## src/rtl/dir_ctrl.sv

```systemverilog
module dir_ctrl #(
  parameter int NCL = 16,
  parameter int AW  = 16,
  parameter int ENT = 8
) (
  input  logic                   clk,
  input  logic                   rst_n,
  input  logic                   req_valid,
  output logic                   req_ready,
  input  logic [1:0]             req_op,
  input  logic [AW-1:0]          req_addr,
  input  logic [$clog2(NCL)-1:0] req_src,
  output logic                   msg_valid,
  output logic                   msg_type,
  output logic [$clog2(NCL)-1:0] msg_dst,
  output logic [AW-1:0]          msg_addr,
  input  logic                   ack_valid,
  input  logic [$clog2(NCL)-1:0] ack_src,
  output logic                   grant
);
  localparam int CW = $clog2(NCL);
  localparam int IW = (ENT > 1) ? $clog2(ENT) : 1;
  localparam logic [1:0] OP_RD = 2'd0, OP_WR = 2'd1, OP_EV = 2'd2;

  logic          e_v    [ENT];
  logic          e_x    [ENT];
  logic [AW-1:0] e_addr [ENT];
  logic [NCL-1:0] e_vec [ENT];

  logic           busy, c_hit;
  logic [1:0]     c_op;
  logic [CW-1:0]  c_src;
  logic [IW-1:0]  c_idx;
  logic [NCL-1:0] send, pend, tgt, src_bit, c_bit, low_bit, ack_bit;
  logic           hit, full, fetch;
  logic [IW-1:0]  hidx, fidx;
  logic [NCL-1:0] hv;
  logic           hx;

  always_comb begin
    hit = 1'b0; hidx = '0; full = 1'b1; fidx = '0;
    for (int e = 0; e < ENT; e++)
      if (e_v[e] && e_addr[e] == req_addr && !hit) begin
        hit = 1'b1; hidx = IW'(e);
      end
    for (int e = ENT - 1; e >= 0; e--)
      if (!e_v[e]) begin
        full = 1'b0; fidx = IW'(e);
      end
  end

  assign hv      = e_vec[hidx];
  assign hx      = e_x[hidx];
  assign src_bit = NCL'(1) << req_src;
  assign c_bit   = NCL'(1) << c_src;
  assign ack_bit = ack_valid ? (NCL'(1) << ack_src) : '0;

  always_comb begin
    tgt = '0;
    if (hit) begin
      if (hx && (hv & src_bit) == '0 && req_op != OP_EV) tgt = hv;
      else if (!hx && req_op == OP_WR)                   tgt = hv & ~src_bit;
    end
  end

  assign req_ready = !busy && !(req_op != OP_EV && !hit && full);

  always_comb begin
    msg_dst = '0;
    for (int i = NCL - 1; i >= 0; i--)
      if (send[i]) msg_dst = CW'(i);
  end
  assign msg_valid = |send;
  assign low_bit   = msg_valid ? (NCL'(1) << msg_dst) : '0;

  wire done = busy && send == '0 && pend == '0;

  always_ff @(posedge clk) begin
    if (!rst_n) begin
      busy <= 1'b0; grant <= 1'b0; send <= '0; pend <= '0;
      c_hit <= 1'b0; c_op <= '0; c_src <= '0; c_idx <= '0;
      msg_type <= 1'b0; msg_addr <= '0;
      for (int e = 0; e < ENT; e++) begin
        e_v[e] <= 1'b0; e_x[e] <= 1'b0; e_addr[e] <= '0; e_vec[e] <= '0;
      end
    end else begin
      grant <= 1'b0;
      if (req_valid && req_ready) begin
        busy     <= 1'b1;
        c_hit    <= hit;
        c_op     <= req_op;
        c_src    <= req_src;
        c_idx    <= hit ? hidx : fidx;
        msg_addr <= req_addr;
        msg_type <= hx;
        send     <= tgt;
        pend     <= tgt;
      end else if (busy) begin
        send <= send & ~low_bit;
        pend <= pend & ~ack_bit;
        if (done) begin
          busy  <= 1'b0;
          grant <= 1'b1;
          case (c_op)
            OP_WR: begin
              e_v[c_idx] <= 1'b1; e_addr[c_idx] <= msg_addr;
              e_x[c_idx] <= 1'b1; e_vec[c_idx] <= c_bit;
            end
            OP_EV: if (c_hit) begin
              e_vec[c_idx] <= e_vec[c_idx] & ~c_bit;
              if ((e_vec[c_idx] & ~c_bit) == '0) e_v[c_idx] <= 1'b0;
            end
            default: if (!c_hit) begin
              e_v[c_idx] <= 1'b1; e_addr[c_idx] <= msg_addr;
              e_x[c_idx] <= 1'b1; e_vec[c_idx] <= c_bit;
            end else if (!(e_x[c_idx] && (e_vec[c_idx] & c_bit) != '0)) begin
              e_x[c_idx]   <= 1'b0;
              e_vec[c_idx] <= e_vec[c_idx] | c_bit;
            end
          endcase
        end
      end
    end
  end

  assign fetch = msg_type;
endmodule

```

## config.mk

```make
export PLATFORM = sky130hd
export DESIGN_NAME = dir_ctrl
export DESIGN_NICKNAME = d
export VERILOG_FILES = /design/src/rtl/dir_ctrl.sv
export SDC_FILE = /design/constraint.sdc
export NUM_CORES = 1
export LEC_CHECK = 0
export BUFFER_PORTS_ARGS = -buffer_cell sky130_fd_sc_hd__buf_2
export CAP_MARGIN = 20
export CORE_ASPECT_RATIO = 1.1
export CORE_MARGIN = 2
export CORE_UTILIZATION = 45
export CTS_CLUSTER_DIAMETER = 200
export DETAILED_ROUTE_END_ITERATION = 8
export HOLD_SLACK_MARGIN = 0.03
export PLACE_DENSITY = 0.75
export SYNTH_ARGS = -nofsm -noshare
export SYNTH_HDL_FRONTEND = slang
export SYNTH_SLANG_ARGS = --single-unit
```

## constraint.sdc

```tcl
create_clock -name clk -period 5 [get_ports clk]
set_input_delay 0.5 -clock clk [delete_from_list [all_inputs] [get_ports clk]]
set_output_delay 0.5 -clock clk [all_outputs]
set_load 0.05 [all_outputs]
```

==> results.sh <==
export IMPL_ant_nets=0
export IMPL_p_seq_share_pct=48.7
export IMPL_crit_type="flip-flop to flip-flop"
export IMPL_rsz0062_at_grt="no"
export IMPL_yosysWarnings=0
export IMPL_maxSlewViolCount=0
export IMPL_avgRoutedWirePerCell_um=26.4
export IMPL_track_usage_pct=29.7
export IMPL_htree_levels=2
export IMPL_drtIter0Drc=2576
export IMPL_r2r_start="e_addr[0][8]$_SDFFCE_PN0P_"
export IMPL_die_area_sq_mm=0.0430
export IMPL_ctsHoldBuffers=0
export IMPL_wirelength_um=63900
export IMPL_place_gp_congestion=1.04
export IMPL_fin_setup_tns_ns=0
export IMPL_antenna_cells=0
export IMPL_hp_class="primary input to flip-flop"
export IMPL_hold_slack_ns=0.243
export IMPL_io_buffer_count=53
export IMPL_leakage_nw=7.63
export IMPL_final_cell_mix="edfxtp_1 (256), nor2_1 (234), and3_1 (136), buf_4 (107), xnor2_1 (103)"
export IMPL_vdd_ir_drop_max_uv=196
export IMPL_finalCritPeriodShare_pct=94.2
export IMPL_grt_pass1_vias=15100
export IMPL_grt_overflow=0
export IMPL_maxCapViolCount=0
export IMPL_synth_edf_count=256
export IMPL_r2r_cells=13
export IMPL_synth_area_sq_mm=0.0186
export IMPL_crit_path_end="e_vec[1][4]$_SDFFCE_PN0P_"
export IMPL_clkSlewWorstSetupHoldPaths_ns=0.06
export IMPL_syn_num_nets=1827
export IMPL_avgSynthCellArea_sq_um=10.4
export IMPL_placed_area_sq_mm=0.0199
export IMPL_critPathLaunchType="flip-flop"
export IMPL_net_switching_power_w=0.00180
export IMPL_numPlacedInstances=2352
export IMPL_cts_root_buf="clkbuf_16"
export IMPL_drc_errors=0
export IMPL_arrival_ns=5.00
export IMPL_synth_ff_latch_count=336
export IMPL_synth_distinct_cells=78
export IMPL_numCtsBuffers=35
export IMPL_period_minus_slack_ns=4.71
export IMPL_power_internal_w=0.00482
export IMPL_grt_max_degree=129
export IMPL_setup_worst_path_end_class="flip-flop"
export IMPL_cts_tree="done"
export IMPL_status="completed"
export IMPL_finClkSkew_ns=0.0345
export IMPL_p_comb_share_pct=12.5
export IMPL_start_util_pct=45.4
export IMPL_use_met3_pct=5.27
export IMPL_powerDensity_mw_per_mm2=315
export IMPL_layout_commonest_cell="edfxtp_1"
export IMPL_die_h_um=217
export IMPL_max_slew_margin_pct=29.8
export IMPL_rrSetupSlack_ns=0.29
export IMPL_netlist_instances=1795
export IMPL_grt_first_pass_wirelength_um=95500
export IMPL_dp_hpwl_um=46000
export IMPL_antenna_found_initial=1
export IMPL_coreArea_sq_mm=0.0410
export IMPL_synth_ff_type="edfxtp_1"
export IMPL_die_w_um=198
export IMPL_met2_usage_pct=45.6
export IMPL_pwr_share_clk_pct=38.8
export IMPL_area_growth_synth_to_final_pct=12.9
export IMPL_hold_violations=0
export IMPL_fin_util_pct=51.3
export IMPL_worstMarginPinSlew_ns=1.05
export IMPL_swShare_pct=27.1
export IMPL_met1_usage_pct=42.0
export IMPL_rows=78
export IMPL_clkLatencyLatePin_ns=0.55
export IMPL_path_max_fanout=21
export IMPL_layout_cells_non_filler=2415
export IMPL_cts_max_path_buffers=3
export IMPL_drt_pass1_iterations=7
export IMPL_post_cts_repair_setup_buffers=0
export IMPL_async_flop_share_pct=0
export IMPL_via_count=15800
export IMPL_ioPinCount=54
export IMPL_stdcell_area_sq_mm=0.0210
export IMPL_drive_gt1_share_pct=15.6
export IMPL_yosysSeqAreaShare_pct=49.9
export IMPL_grt_busiest_layer="met2"
export IMPL_clock_sinks=336
export IMPL_cts_resized=0
export IMPL_setup_viol=0
export IMPL_fin_nets=1902
export IMPL_r2r_end="e_vec[1][4]$_SDFFCE_PN0P_"
export IMPL_cp_required_ns=5.28
export IMPL_vias_per_cell=6.53
export IMPL_crit_start="e_addr[0][8]$_SDFFCE_PN0P_"
export IMPL_max_freq_mhz=212
-- Yosys cell counts (6+ instances only) --
master	number	area, sq um
a211oi_1	10	75.1
a21boi_0	7	52.6
a21o_1	6	45.0
a21oi_1	97	485
a22oi_1	12	90.1
a31oi_1	6	37.5
and2_1	9	56.3
and3_1	136	851
buf_1	9	33.8
buf_2	23	115
clkbuf_1	92	345
dfxtp_1	80	1600
edfxtp_1	256	7690
inv_1	17	63.8
mux2_2	16	180
mux2i_1	79	791
mux4_2	34	766
nand2_1	84	315
nand2b_1	11	68.8
nand3_1	74	370
nand3b_1	6	45.0
nand4_1	49	307
nor2_1	237	890
nor2b_1	20	125
nor3_1	42	210
nor3b_1	7	52.6
nor4_1	22	138
o211ai_1	28	210
o21a_1	6	45.0
o21ai_0	61	305
o21ai_1	7	35.0
o221ai_1	12	105
or2_2	10	62.6
or4_1	7	52.6
xnor2_1	103	902
xor2_1	25	219
-- per-stage QoR --
stage / power [W] / setup slack [ns]
after floorplan: 0.00376 / 0.00690
after global placement: 0.00407 / 0.00514
after detailed placement: 0.00408 / 0.0510
after CTS: 0.00661 / 0.471
after global routing: 0.00678 / 0.250
final: 0.00662 / 0.288
-- sequential cells by signal, indices dropped and copies added, names as in the netlist, named ones only --
| register | cells |
|---|---|
| e_v | 8 |
| e_addr | 128 |
| c_op | 2 |
| c_hit | 1 |
| grant | 1 |
| c_src | 4 |
| pend | 16 |
| send | 16 |
| busy | 1 |
| e_vec | 128 |
| c_idx | 3 |
| msg_addr | 16 |
| msg_type | 1 |
| e_x | 8 |
-- layout make-up --
class	instances	area (sq um)
Clock buffer	45	945
Sequential cell	336	9290
Tap cell	520	651
Fill cell	3573	20000
Clock inverter	17	145
Multi-Input combinational cell	1315	8790
Timing Repair Buffer	164	1130
Inverter	18	67.6
-- logic make-up (layout without fill, tap and decap cells) --
| kind of cell | Yosys count | count (layout) | share of synthesized area [%] |
|---|---|---|---|
| adder cells (fa/ha/maj) | 2 | 2 | 0.134 |
| buffers and inverters | 144 | 244 | 3.12 |
| AO/OA/AOI/OAI | 313 | 313 | 11.1 |
| XOR/XNOR | 128 | 128 | 6.02 |
| AND/OR/NAND/NOR | 743 | 743 | 20.4 |
| multiplexers | 129 | 129 | 9.33 |
| flip-flops | 336 | 336 | 49.9 |
-- power groups by stage --
| stage | clock network, W | registers, W | logic [W] |
|---|---|---|---|
| finish | 0.00257 | 0.00322 | 0.000828 |
| floorplan | 0 | 0.00324 | 0.000521 |
| global placement | 0 | 0.00327 | 0.000796 |
| CTS | 0.00259 | 0.00322 | 0.000808 |
| global route | 0.00268 | 0.00323 | 0.000873 |
| detailed placement | 0 | 0.00328 | 0.000804 |
-- per-layer routing --
layer / routed length [um] / part of all wire (%)
met3: 7630 / 12
met1: 25200 / 39
met4: 2610 / 4.1
met2: 28400 / 45
met5: 0 / 0
-- critical path: stages, from the launching register on --
cell	delay, ns
edfxtp_1	0.38
xnor2_1	0.45
nand4_1	0.16
or2_2	0.35
nor4_2	0.51
or2_2	0.23
buf_4	0.27
nor4b_1	0.11
buf_4	0.17
o21ai_1	0.54
nor2_1	0.14
nor2_1	0.66
o21ai_1	0.23
buf_4	0.25
-- how the worst min path moves through the flow --
stage	from	to	slack [ns]	cells after the start
after floorplan	pend[2]$_SDFFE_PN0P_	pend[2]$_SDFFE_PN0P_	0.48	2
after global placement	msg_type$_SDFFE_PN0P_	msg_type$_SDFFE_PN0P_	0.46	2
after detailed placement	msg_type$_SDFFE_PN0P_	msg_type$_SDFFE_PN0P_	0.47	2
after CTS	req_op[0]	c_op[0]$_SDFFE_PN0P_	0.23	3
after global routing	req_op[0]	c_op[0]$_SDFFE_PN0P_	0.29	3
final	req_op[0]	c_op[0]$_SDFFE_PN0P_	0.24	3
Note: power is estimated with default switching activity, not from simulation.
